$ cat src/rtl/spa_pkg.sv
package spa_pkg;
  // Strobes passed from the control module to the datapath.
  typedef struct packed {
    logic loadTake;   // capture the current winner into the output registers
  } ctrl_t;
endpackage

$ cat src/rtl/spa_cfg_regs.sv
module spa_cfg_regs #(
  parameter int N     = 8,
  parameter int LVL_W = 3,
  parameter int SET_W = 2,
  localparam int IDX_W = $clog2(N)
) (
  input  logic                        clk,
  input  logic                        rstN,
  input  logic                        cfgWe,
  input  logic [IDX_W-1:0]            cfgIdx,
  input  logic [LVL_W-1:0]            cfgLevel,
  input  logic [SET_W-1:0]            cfgSet,
  output logic [N-1:0][LVL_W-1:0]     rilQ,
  output logic [N-1:0][SET_W-1:0]     setQ
);
  // One level/set register pair per line.
  for (genvar i = 0; i < N; i++) begin : g_line
    always_ff @(posedge clk) begin
      if (!rstN) begin
        rilQ[i] <= '0;
        setQ[i] <= '0;
      end else if (cfgWe && (cfgIdx == IDX_W'(i))) begin
        rilQ[i] <= cfgLevel;
        setQ[i] <= cfgSet;
      end
    end
  end
endmodule

$ cat src/rtl/spa_overlap.sv
module spa_overlap #(
  parameter int N     = 8,
  parameter int LVL_W = 3,
  parameter int SET_W = 2,
  localparam int NSETS = 1 << SET_W
) (
  input  logic                    clk,
  input  logic                    rstN,
  input  logic [N-1:0][LVL_W-1:0] rilQ,
  input  logic [N-1:0][SET_W-1:0] setQ,
  output logic                    overlapErr
);
  logic [NSETS-1:0]            used;
  logic [NSETS-1:0][LVL_W-1:0] lo;
  logic [NSETS-1:0][LVL_W-1:0] hi;
  logic                        ovNext;

  // Level span of each register set, over the lines that are switched on.
  always_comb begin
    for (int s = 0; s < NSETS; s++) begin
      used[s] = 1'b0;
      lo[s]   = '1;
      hi[s]   = '0;
      for (int i = 0; i < N; i++) begin
        if ((rilQ[i] != '0) && (setQ[i] == SET_W'(s))) begin
          used[s] = 1'b1;
          if (rilQ[i] < lo[s]) lo[s] = rilQ[i];
          if (rilQ[i] > hi[s]) hi[s] = rilQ[i];
        end
      end
    end
  end

  // Pairwise interval intersection between distinct sets.
  always_comb begin
    ovNext = 1'b0;
    for (int s = 0; s < NSETS; s++) begin
      for (int t = s + 1; t < NSETS; t++) begin
        if (used[s] && used[t] && (lo[s] <= hi[t]) && (lo[t] <= hi[s]))
          ovNext = 1'b1;
      end
    end
  end

  always_ff @(posedge clk) begin
    if (!rstN) overlapErr <= 1'b0;
    else       overlapErr <= ovNext;
  end
endmodule

$ cat src/rtl/spa_datapath.sv
module spa_datapath
  import spa_pkg::*;
#(
  parameter int N     = 8,
  parameter int LVL_W = 3,
  parameter int SET_W = 2,
  localparam int IDX_W = $clog2(N)
) (
  input  logic                    clk,
  input  logic                    rstN,
  input  logic [N-1:0][LVL_W-1:0] rilQ,
  input  logic [N-1:0][SET_W-1:0] setQ,
  input  logic [N-1:0]            irqPending,
  input  logic [LVL_W-1:0]        curLevel,
  input  logic [SET_W-1:0]        curSet,
  input  logic                    setPreemptEn,
  input  ctrl_t                   ctrl,
  output logic                    anyElig,
  output logic [IDX_W-1:0]        takeIdx,
  output logic [LVL_W-1:0]        takeLevel,
  output logic [SET_W-1:0]        takeSet
);
  logic [N-1:0]       elig;
  logic [IDX_W-1:0]   bestIdx;
  logic [LVL_W-1:0]   bestLvl;
  logic [SET_W-1:0]   bestSet;
  logic               found;

  // Per-line eligibility: enabled, above current level, and either a
  // different register set or same-set preemption allowed.
  for (genvar i = 0; i < N; i++) begin : g_elig
    logic sameSet;
    assign sameSet = (setQ[i] == curSet);
    assign elig[i] = irqPending[i] && (rilQ[i] != '0) &&
                     (rilQ[i] > curLevel) && (!sameSet || setPreemptEn);
  end

  // Scan from the top index down; ">=" lets a lower index take a tie.
  always_comb begin
    found   = 1'b0;
    bestIdx = '0;
    bestLvl = '0;
    bestSet = '0;
    for (int i = N - 1; i >= 0; i--) begin
      if (elig[i] && (!found || (rilQ[i] >= bestLvl))) begin
        found   = 1'b1;
        bestIdx = IDX_W'(i);
        bestLvl = rilQ[i];
        bestSet = setQ[i];
      end
    end
  end

  assign anyElig = found;

  always_ff @(posedge clk) begin
    if (!rstN) begin
      takeIdx   <= '0;
      takeLevel <= '0;
      takeSet   <= '0;
    end else if (ctrl.loadTake) begin
      takeIdx   <= bestIdx;
      takeLevel <= bestLvl;
      takeSet   <= bestSet;
    end
  end
endmodule

$ cat src/rtl/spa_ctrl.sv
module spa_ctrl
  import spa_pkg::*;
(
  input  logic  clk,
  input  logic  rstN,
  input  logic  anyElig,
  input  logic  globalEn,
  output ctrl_t ctrl,
  output logic  takeStrobe
);
  // A take needs the global enable; the cycle after a take is held off so
  // the processor status can move to the new level before the next decision.
  assign ctrl.loadTake = anyElig && globalEn && !takeStrobe;

  always_ff @(posedge clk) begin
    if (!rstN) takeStrobe <= 1'b0;
    else       takeStrobe <= ctrl.loadTake;
  end
endmodule

$ cat src/rtl/shadow_preempt_arbiter.sv
module shadow_preempt_arbiter
  import spa_pkg::*;
#(
  parameter int N     = 8,
  parameter int LVL_W = 3,
  parameter int SET_W = 2,
  localparam int IDX_W = $clog2(N)
) (
  input  logic             clk,
  input  logic             rstN,
  input  logic             cfgWe,
  input  logic [IDX_W-1:0] cfgIdx,
  input  logic [LVL_W-1:0] cfgLevel,
  input  logic [SET_W-1:0] cfgSet,
  input  logic [N-1:0]     irqPending,
  input  logic             globalEn,
  input  logic [LVL_W-1:0] curLevel,
  input  logic [SET_W-1:0] curSet,
  input  logic             setPreemptEn,
  output logic             takeStrobe,
  output logic [IDX_W-1:0] takeIdx,
  output logic [LVL_W-1:0] takeLevel,
  output logic [SET_W-1:0] takeSet,
  output logic             overlapErr
);
  logic [N-1:0][LVL_W-1:0] rilQ;
  logic [N-1:0][SET_W-1:0] setQ;
  logic                    anyElig;
  ctrl_t                   ctrl;

  spa_cfg_regs #(.N(N), .LVL_W(LVL_W), .SET_W(SET_W)) u_cfg (
    .clk(clk), .rstN(rstN), .cfgWe(cfgWe), .cfgIdx(cfgIdx),
    .cfgLevel(cfgLevel), .cfgSet(cfgSet), .rilQ(rilQ), .setQ(setQ)
  );

  spa_datapath #(.N(N), .LVL_W(LVL_W), .SET_W(SET_W)) u_dp (
    .clk(clk), .rstN(rstN), .rilQ(rilQ), .setQ(setQ),
    .irqPending(irqPending), .curLevel(curLevel), .curSet(curSet),
    .setPreemptEn(setPreemptEn), .ctrl(ctrl), .anyElig(anyElig),
    .takeIdx(takeIdx), .takeLevel(takeLevel), .takeSet(takeSet)
  );

  spa_ctrl u_ctrl (
    .clk(clk), .rstN(rstN), .anyElig(anyElig), .globalEn(globalEn),
    .ctrl(ctrl), .takeStrobe(takeStrobe)
  );

  spa_overlap #(.N(N), .LVL_W(LVL_W), .SET_W(SET_W)) u_ov (
    .clk(clk), .rstN(rstN), .rilQ(rilQ), .setQ(setQ), .overlapErr(overlapErr)
  );
endmodule

$ cat config.mk
export PLATFORM = sky130hd
export DESIGN_NAME = shadow_preempt_arbiter
export DESIGN_NICKNAME = d
export VERILOG_FILES = /design/src/rtl/spa_pkg.sv /design/src/rtl/spa_cfg_regs.sv /design/src/rtl/spa_overlap.sv /design/src/rtl/spa_datapath.sv /design/src/rtl/spa_ctrl.sv /design/src/rtl/shadow_preempt_arbiter.sv
export SDC_FILE = /design/constraint.sdc
export NUM_CORES = 1
export LEC_CHECK = 0
export ABC_AREA = 1
export BUFFER_PORTS_ARGS = -buffer_cell sky130_fd_sc_hd__buf_2
export CORE_ASPECT_RATIO = 0.75
export CORE_MARGIN = 4
export CORE_UTILIZATION = 54
export DETAILED_ROUTE_END_ITERATION = 6
export PLACE_DENSITY = 0.71
export SKIP_LAST_GASP = 1
export SYNTH_ARGS = -nofsm -noshare
export SYNTH_HDL_FRONTEND = slang
export SYNTH_SLANG_ARGS = --single-unit
$ cat constraint.sdc
create_clock -name clk -period 15.9 [get_ports clk]
set_input_delay 0.795 -clock clk [delete_from_list [all_inputs] [get_ports clk]]
set_output_delay 0.795 -clock clk [all_outputs]
set_load 0.1 [all_outputs]
==> flow_summary.json, run 1 <==
{
  "status": "complete, no violations",
  "fin_tns_setup_ns": 0,
  "yosysSeqAreaShare_pct": 9.20,
  "grt-ovfl-total": 0,
  "synth_warnings": 0,
  "rrSetupSlack_ns": 5.61,
  "crit_path_start": "u_cfg.rilQ[21]",
  "critPathArrivalTime_ns": 10.46,
  "vias_per_cell": 5.74,
  "seqPwrFrac_pct": 27.2,
  "cpMostUsedCell": "nand2_1",
  "required_ns": 16.07,
  "drive_gt1_share_pct": 12.0,
  "vias": 11300,
  "synth_top_area_cell": "ha_1",
  "hp-start": "u_dp.takeSet[0]",
  "p_clk_share_pct": 25.4,
  "route.detailed.drc": 0,
  "slew-limit-headroom_pct": 41.1,
  "syn2layout_area_growth_pct": 6.20,
  "finClkSkew_ns": 0.00502,
  "synth_area_um2": 10900,
  "layout_common_cells": "nand2_1 (311), ha_1 (248), inv_1 (223)",
  "finalNonFillerCells": 1972,
  "wirelength_um": 30900,
  "peakVddDrop_v": 0.0000430,
  "power_density_nw_per_um2": 42.9,
  "async_reset_ff_share_pct": 0,
  "synth_ff_type": "dfxtp_1",
  "clk_latency_ns": 0.30,
  "row_count": 44,
  "hold_viol": 0,
  "antenna_found_initial": 0,
  "setup_violations": 0,
  "place_congestion": 0.970,
  "cts_buffers": 5,
  "crit_path_max_fanout": 15,
  "postCtsSetupBuffers": 0,
  "synth_top_area_share_pct": 28.5,
  "die_x_um": 172,
  "p_int_mw": 0.287,
  "r2r_start": "u_cfg.rilQ[21]",
  "ios": 36,
  "fin_nets": 1992,
  "fmax_mhz": 97.1,
  "synth_area_leaders": "ha_1 (29%), nand2_1 (11%), dfxtp_1 (9.2%)",
  "core_um2": 19600,
  "slowest_stage": "dfxtp_1",
  "synth-edff-count": 0,
  "initial_core_util_pct": 55.5,
  "timing.final.max_slew_violations": 0,
  "clock_sinks": 50,
  "combPwrFrac_pct": 47.4,
  "placed_cells": 1964,
  "cpPeakStageDelay_ns": 0.54,
  "ctsHtreeMaxLevel": 2,
  "dieArea_um2": 22500,
  "p_leak_nw": 6.45,
  "min_path_type": "reg2reg",
  "dr.pass1.iters": 5,
  "cts.path.max_buffers": 2,
  "ctsHoldBuffers": 0,
  "io_buffers": 35,
  "die_h_um": 131,
  "grt_pass1_wl_um": 51200,
  "worst-setup-path-type": "reg2reg",
  "grt_max_degree": 44,
  "grt_pass1_vias": 10600,
  "end_kind": "flop",
  "drt_iter0_drc": 829,
  "synth_seq_cells": 50,
  "ctsRootBufferMaster": "clkbuf_16",
  "synthDistinctLibCells": 43,
  "route.detailed.wl_per_inst_um": 15.7,
  "cts.repair.resized": 0,
  "fin_crit_ns": 10.29,
  "mostFrequentLayoutCell": "nand2_1",
  "final_util_pct": 59.0,
  "gr-usage-all-layers_pct": 27.7,
  "synth_area_per_cell_um2": 6.46,
  "cts.clk_slew.worst_paths_ns": 0.07,
  "period_share_pct": 64.7,
  "cts_tree": "built",
  "drtAntennaViolNets": 0,
  "grt_setup_unrepaired": "false",
  "maxCapViolations": 0,
  "switchingPower_mw": 0.209,
  "n_antenna_cell": 0,
  "dp_hpwl_um": 25800,
  "syn_nets": 1958,
  "finalHoldWorstSlack_ns": 0.477,
  "p_sw_share_pct": 42.2,
  "max_slew.worst_pin.slew_ns": 0.876,
  "worstSetupStartpointType": "flop",
  "syn_inst": 1684
}
-- state kept, by name (all words and copies together) (netlist names) --
name               flops
u_dp.takeLevel         3
u_ctrl.takeStrobe      1
u_ov.overlapErr        1
u_dp.takeSet           2
u_cfg.rilQ            24
u_cfg.setQ            16
u_dp.takeIdx           3
-- worst paths after layout --
check / endpoint / depth (start not counted)
worst max-delay path: u_dp.takeSet[0] / 60
worst max register to register: u_dp.takeSet[0] / 60
worst min register to register: u_dp.takeSet[0] / 2
worst min-delay path: u_dp.takeSet[0] / 2
-- layer usage --
metal  vias up  GRT usage (%)  wire [um]
li1       5813              -          -
met1      5125           39.9      15100
met2       344           44.7      13100
met3        44           3.10       2040
met4         0           6.19        655
met5         -              0          0
-- kinds of logic after synthesis --
kind of cell | Yosys count | share of synthesized area [%]
muxes | 9 | 0.828
adders and majority gates | 248 | 28.5
AOI/OAI and AO/OA | 380 | 20.4
and+or+nand+nor | 733 | 31.8
DFF | 50 | 9.20
buffers and inverters | 264 | 9.30
-- cells in the mapped netlist, drive strengths merged (8+ instances only) --
cell and number:
o221ai 8, mux2i 9, a211oi 57, dfxtp 50
clkbuf 16, nand3 117, nand2 393, o21ai 181
inv 237, nand4 11, a21oi 90, nor3 34
o21a 13, ha 248, nor2 173, buf 10
-- stage by stage --
stage,instance area (um^2),setup WS (ns),power [mW]
after floorplan,10900,7.15,0.313
after global placement,11400,5.56,0.362
after detailed placement,11400,5.58,0.369
after CTS,11600,5.81,0.495
after global routing,11600,4.62,0.535
final,11600,5.61,0.496
-- cell type report --
type,instances,area [um^2]
clock buffers,6,129
clock inverters,2,37.5
fillers,1927,8040
inverters,238,893
multi-input cells,1370,8870
flip-flops and latches,50,1000
well taps,253,317
repair buffers,53,310
-- critical path: cells and delay by family (launching register included) --
kind / cells / cell delay, ns
adder cells (fa/ha/maj): 8 / 2.41
buffers and inverters: 6 / 0.84
AND/OR/NAND/NOR: 23 / 2.94
flip-flops: 1 / 0.54
AO/OA/AOI/OAI: 23 / 3.40
-- power groups by stage --
stage / combinational, mW / sequential (mW) / clock, mW
floorplan: 0.170 / 0.143 / 0
global placement: 0.225 / 0.137 / 0
detailed placement: 0.232 / 0.137 / 0
CTS: 0.233 / 0.135 / 0.128
global route: 0.268 / 0.135 / 0.131
finish: 0.235 / 0.135 / 0.126
Power figures use the tool's default switching activity.
==> run 2: changes to the inputs <==
--- a/config.mk
+++ b/config.mk
@@ -11,7 +11,7 @@
 export CORE_MARGIN = 4
 export CORE_UTILIZATION = 54
 export DETAILED_ROUTE_END_ITERATION = 6
-export PLACE_DENSITY = 0.71
+export PLACE_DENSITY = 0.74
 export SKIP_LAST_GASP = 1
 export SYNTH_ARGS = -nofsm -noshare
 export SYNTH_HDL_FRONTEND = slang
==> constraint.sdc (replaced) <==
create_clock -name clk -period 9.2 [get_ports clk]
set_input_delay 0.46 -clock clk [delete_from_list [all_inputs] [get_ports clk]]
set_output_delay 0.46 -clock clk [all_outputs]
set_load 0.1 [all_outputs]
==> run 2 against run 1 <==
Wire length is 8.7% higher. Clock skew hardly changed. Sequential power grew 74%. Global-route usage increased by 0.19 points. Register-to-register slack worse by 5.6 ns. Via count up 6.0%. Largest power group unchanged. Highest routed layer unchanged.
==> flow_summary.json, run 2 (synthesized netlist as in run 1, its figures left out) <==
{
  "power_density_nw_per_um2": 70.7,
  "crit_path_max_fanout": 5,
  "dieArea_um2": 22500,
  "slew-limit-headroom_pct": 29.0,
  "r2r_start": "u_cfg.setQ[0]",
  "r2r-end": "u_ov.overlapErr",
  "setup_violations": 0,
  "period_share_pct": 99.7,
  "drive_gt1_share_pct": 26.0,
  "vias": 12000,
  "grt_pass1_wl_um": 51900,
  "syn2layout_area_growth_pct": 19.1,
  "initial_core_util_pct": 55.5,
  "holdPathEnd": "u_dp.takeLevel[1]",
  "cpMostUsedCell": "nand2_2",
  "placed_cells": 1982,
  "cts_tree": "built",
  "finalHoldWorstSlack_ns": 0.470,
  "finClkSkew_ns": 0.00534,
  "largest_register_ffs": 24,
  "rrSetupSlack_ns": 0.03,
  "drtAntennaViolNets": 0,
  "slowest_stage": "dfxtp_4",
  "required_ns": 9.37,
  "final_area_um2": 13000,
  "dr.pass1.iters": 6,
  "die_x_um": 172,
  "grt_pass1_vias": 10900,
  "end_kind": "flop",
  "status": "complete, no violations",
  "io_buffers": 35,
  "layout_common_cells": "nand2_1 (263), ha_1 (228), inv_1 (219)",
  "mostFrequentLayoutCell": "nand2_1",
  "cts.path.max_buffers": 2,
  "die_h_um": 131,
  "fin_crit_ns": 9.17,
  "vias_per_cell": 5.85,
  "n_antenna_cell": 0,
  "drt_iter0_drc": 1073,
  "cpLargestDelayFamily": "simple AND/OR/NAND/NOR gates",
  "peakVddDrop_v": 0.000105,
  "ios": 36,
  "clk_latency_ns": 0.30,
  "finalNonFillerCells": 2051,
  "fmax_mhz": 109,
  "route.detailed.wl_per_inst_um": 16.4,
  "maxCapViolations": 0,
  "grt_setup_unrepaired": "true",
  "regMostFlops": "u_cfg.rilQ",
  "ctsHoldBuffers": 0,
  "row_count": 44,
  "reg_top3": "u_cfg.rilQ: 24 flops, u_cfg.setQ: 16 flops",
  "dp_slack_ns": -0.501,
  "dp_hpwl_um": 25700,
  "grt_max_degree": 44,
  "cp_num_buf_inv": 3,
  "min_path_type": "reg2reg",
  "timing.final.max_slew_violations": 0,
  "ctsHtreeMaxLevel": 2,
  "reg2regPathDepth": 66,
  "hp-start": "u_dp.takeLevel[1]",
  "core_um2": 19600,
  "cpPeakStageDelay_ns": 0.41,
  "ctsRootBufferMaster": "clkbuf_16",
  "holdPathStages": 2,
  "gr-usage-all-layers_pct": 27.9,
  "p_leak_nw": 6.86,
  "hold_viol": 0,
  "route.detailed.drc": 0,
  "grt-ovfl-total": 0,
  "critPathArrivalTime_ns": 9.34,
  "antenna_found_initial": 0,
  "cts_buffers": 5,
  "fin_nets": 2071,
  "wirelength_um": 33600,
  "clock_sinks": 50,
  "worst-setup-path-type": "reg2reg",
  "postLayoutSetupSlackWorst_ns": 0.0287,
  "placed_cell_area_um2": 11500,
  "cts.clk_slew.worst_paths_ns": 0.07,
  "final_util_pct": 66.1,
  "place_congestion": 0.937,
  "max_slew.worst_pin.slew_ns": 1.06,
  "worstSetupStartpointType": "flop"
}
## run 2: worst reg2reg max path: cells and delay by family, from the launching register on
kind                       cells  cell delay (ns)
and+or+nand+nor               37             3.94
adders and majority gates      8             2.37
AOI/OAI and AO/OA             16             1.70
muxes                          2             0.43
DFF                            1             0.41
buffers and inverters          3             0.24
## run 2: metal layers
| metal | wire [um] | vias up | global-route usage, % |
|---|---|---|---|
| li1 | - | 5966 | - |
| met1 | 15400 | 5577 | 38.8 |
| met2 | 15200 | 401 | 46.8 |
| met3 | 2250 | 58 | 2.44 |
| met4 | 683 | 0 | 7.12 |
| met5 | 0 | - | 0 |
## run 2: area by class of cell
class / count / area, um^2
flip-flops and latches: 50 / 1020
repair buffers: 131 / 907
multi-input cells: 1371 / 9670
clock inverters: 2 / 16.3
clock buffers: 6 / 139
fillers: 1716 / 6640
well taps: 253 / 317
inverters: 238 / 898
## run 2: repair_timing
item | CTS | global route
setup endpoints to repair | 1 | 10
gates cloned | 0 | 1
pin swaps | 0 | 173
setup buffers | 0 | 60
gates resized for setup | 15 | 228
## run 2: stage by stage
stage               total power [mW]  TNS [ns]
floorplan                      0.540         0
global placement               0.626         0
detailed placement             0.646    -0.526
CTS                            0.851         0
global route                   0.985     -1.38
finish                         0.916         0
## run 2: worst max-delay path by stage
stage / startpoint / end / cells after the start
after floorplan: curLevel[2] / u_dp.takeLevel[2] / 65
after global placement: u_cfg.setQ[1] / u_ov.overlapErr / 63
after detailed placement: u_cfg.setQ[1] / u_ov.overlapErr / 63
after CTS: u_cfg.setQ[1] / u_ov.overlapErr / 67
after global routing: u_cfg.setQ[1] / u_ov.overlapErr / 67
final: u_cfg.setQ[0] / u_ov.overlapErr / 66
## run 2: power by group
group | total [mW] | internal (mW) | leakage (nW) | switching (mW)
Combinational | 0.476 | 0.181 | 6.38 | 0.295
Clock | 0.205 | 0.110 | 0.0735 | 0.0955
Sequential | 0.235 | 0.223 | 0.409 | 0.0125
Total | 0.916 | 0.513 | 6.86 | 0.403
==> run 3: changes to the inputs <==
--- a/config.mk
+++ b/config.mk
@@ -7,11 +7,14 @@
 export LEC_CHECK = 0
 export ABC_AREA = 1
 export BUFFER_PORTS_ARGS = -buffer_cell sky130_fd_sc_hd__buf_2
+export CELL_PAD_IN_SITES_DETAIL_PLACEMENT = 1
+export CELL_PAD_IN_SITES_GLOBAL_PLACEMENT = 2
 export CORE_ASPECT_RATIO = 0.75
 export CORE_MARGIN = 4
-export CORE_UTILIZATION = 54
+export CORE_UTILIZATION = 33
+export CTS_CLUSTER_SIZE = 16
 export DETAILED_ROUTE_END_ITERATION = 6
-export PLACE_DENSITY = 0.74
+export PLACE_DENSITY_LB_ADDON = 0.1
 export SKIP_LAST_GASP = 1
 export SYNTH_ARGS = -nofsm -noshare
 export SYNTH_HDL_FRONTEND = slang
==> run 3 against run 2 <==
Total power is 1.2% higher. Largest cell class unchanged. Flip-flop and latch count unchanged. Clock-buffer cell count unchanged.
==> flow_summary.json, run 3 (synthesized netlist as in run 1, its figures left out) <==
{
  "layout_common_cells": "nand2_1 (263), inv_1 (222), ha_1 (221)",
  "final_util_pct": 42.5,
  "power_density_nw_per_um2": 67.2,
  "core_um2": 32400,
  "period_share_pct": 97.7,
  "largest_register_ffs": 24,
  "antenna_found_initial": 0,
  "io_buffers": 35,
  "ctsHtreeMaxLevel": 2,
  "cts_buffers": 5,
  "wirelength_um": 40400,
  "grt_pass1_vias": 12100,
  "clock_sinks": 50,
  "fin_tns_setup_ns": 0,
  "regMostFlops": "u_cfg.rilQ",
  "ctsRootBufferMaster": "clkbuf_16",
  "min_path_type": "reg2reg",
  "place_congestion": 0.857,
  "dieArea_um2": 36000,
  "dr.pass1.iters": 5,
  "route.detailed.wl_per_inst_um": 17.6,
  "reg_top3": "u_cfg.rilQ: 24 flops, u_cfg.setQ: 16 flops",
  "mostFrequentLayoutCell": "nand2_1",
  "peakVddDrop_v": 0.0000761,
  "fin_nets": 2124,
  "gr-usage-all-layers_pct": 21.8,
  "cts.path.max_buffers": 2,
  "worstSetupStartpointType": "flop",
  "die_x_um": 218,
  "drtAntennaViolNets": 0,
  "maxCapViolations": 0,
  "cpMostUsedCell": "nand2_2",
  "initial_core_util_pct": 33.5,
  "max_slew.worst_pin.slew_ns": 1.07,
  "drive_gt1_share_pct": 28.9,
  "dp_hpwl_um": 33100,
  "n_antenna_cell": 0,
  "fin_crit_ns": 8.99,
  "holdPathStages": 2,
  "route.detailed.drc": 0,
  "setup_violations": 0,
  "cts.clk_slew.worst_paths_ns": 0.07,
  "worst-setup-path-type": "reg2reg",
  "clk_latency_ns": 0.30,
  "grt_max_degree": 44,
  "die_h_um": 165,
  "required_ns": 9.37,
  "reg2regPathDepth": 68,
  "drt_iter0_drc": 455,
  "row_count": 57,
  "vias_per_cell": 5.19,
  "fmax_mhz": 111,
  "vias": 11900,
  "status": "complete, no violations",
  "ios": 36,
  "cts_tree": "built",
  "grt_setup_unrepaired": "true",
  "slew-limit-headroom_pct": 27.7,
  "syn2layout_area_growth_pct": 26.8,
  "critPathArrivalTime_ns": 9.16,
  "grt-ovfl-total": 0,
  "p_leak_nw": 7.22,
  "grt_pass1_wl_um": 63000,
  "hold_viol": 0,
  "end_kind": "flop",
  "timing.final.max_slew_violations": 0,
  "finClkSkew_ns": 0.00637,
  "cpPeakStageDelay_ns": 0.37,
  "slowest_stage": "dfxtp_4",
  "crit_path_max_fanout": 4
}
## run 3: layout make-up
class,count,area (um^2)
well taps,442,553
fillers,4194,18600
flip-flops and latches,50,1010
repair buffers,184,1340
clock buffers,6,129
clock inverters,1,7.51
multi-input cells,1371,9870
inverters,238,896
## run 3: metal layers
metal | up-vias | GRT usage, % | wire length, um
met2 | 109 | 36.3 | 18000
met1 | 5683 | 31.7 | 21200
met5 | - | 0 | 0
li1 | 6086 | - | -
met4 | 0 | 3.21 | 412
met3 | 20 | 1.35 | 804
## run 3: path summary, 6_finish.rpt
kind	from	slack (ns)	end
hold reg to reg	u_dp.takeLevel[2]	0.47	u_dp.takeLevel[2]
hold / removal	u_dp.takeLevel[2]	0.47	u_dp.takeLevel[2]
setup reg to reg	u_cfg.setQ[1]	0.21	u_ov.overlapErr
setup / recovery	u_cfg.setQ[1]	0.21	u_ov.overlapErr
## run 3: stage by stage
step                      std cells  hold WS [ns]  total power, mW  cell area, um^2  setup WS (ns)
after floorplan                1684         0.496            0.540            10900          0.783
after global placement         2240         0.449            0.657            12300         -0.473
after detailed placement       2240         0.463            0.675            12300         -0.606
after CTS                      2250         0.478            0.878            12600       0.000341
after global routing           2292         0.504             1.01            13800         -0.515
final                          2292         0.470            0.928            13800          0.211
## run 3: where the power goes
group	total [mW]	switching [mW]	internal (mW)	leakage, nW
registers	0.231	0.00757	0.223	0.408
logic	0.503	0.314	0.189	6.75
clock network	0.194	0.0935	0.100	0.0629
## run 3: worst max-delay path: cells and delay by family (launching register included)
kind            cells  cell delay (ns)
compound gates     18             1.69
fa+ha+maj           8             2.31
buf+inv             3             0.33
flops               1             0.37
mux                 1             0.18
simple gates       38             3.97
## run 3: what timing repair did
action | 4_1_cts | 5_1_grt
gates resized for setup | 53 | 213
setup buffers | 3 | 41
gates cloned | 0 | 1
pin swaps | 20 | 149
hold buffers | 0 | 0
endpoints found under the setup margin | 1 | 9
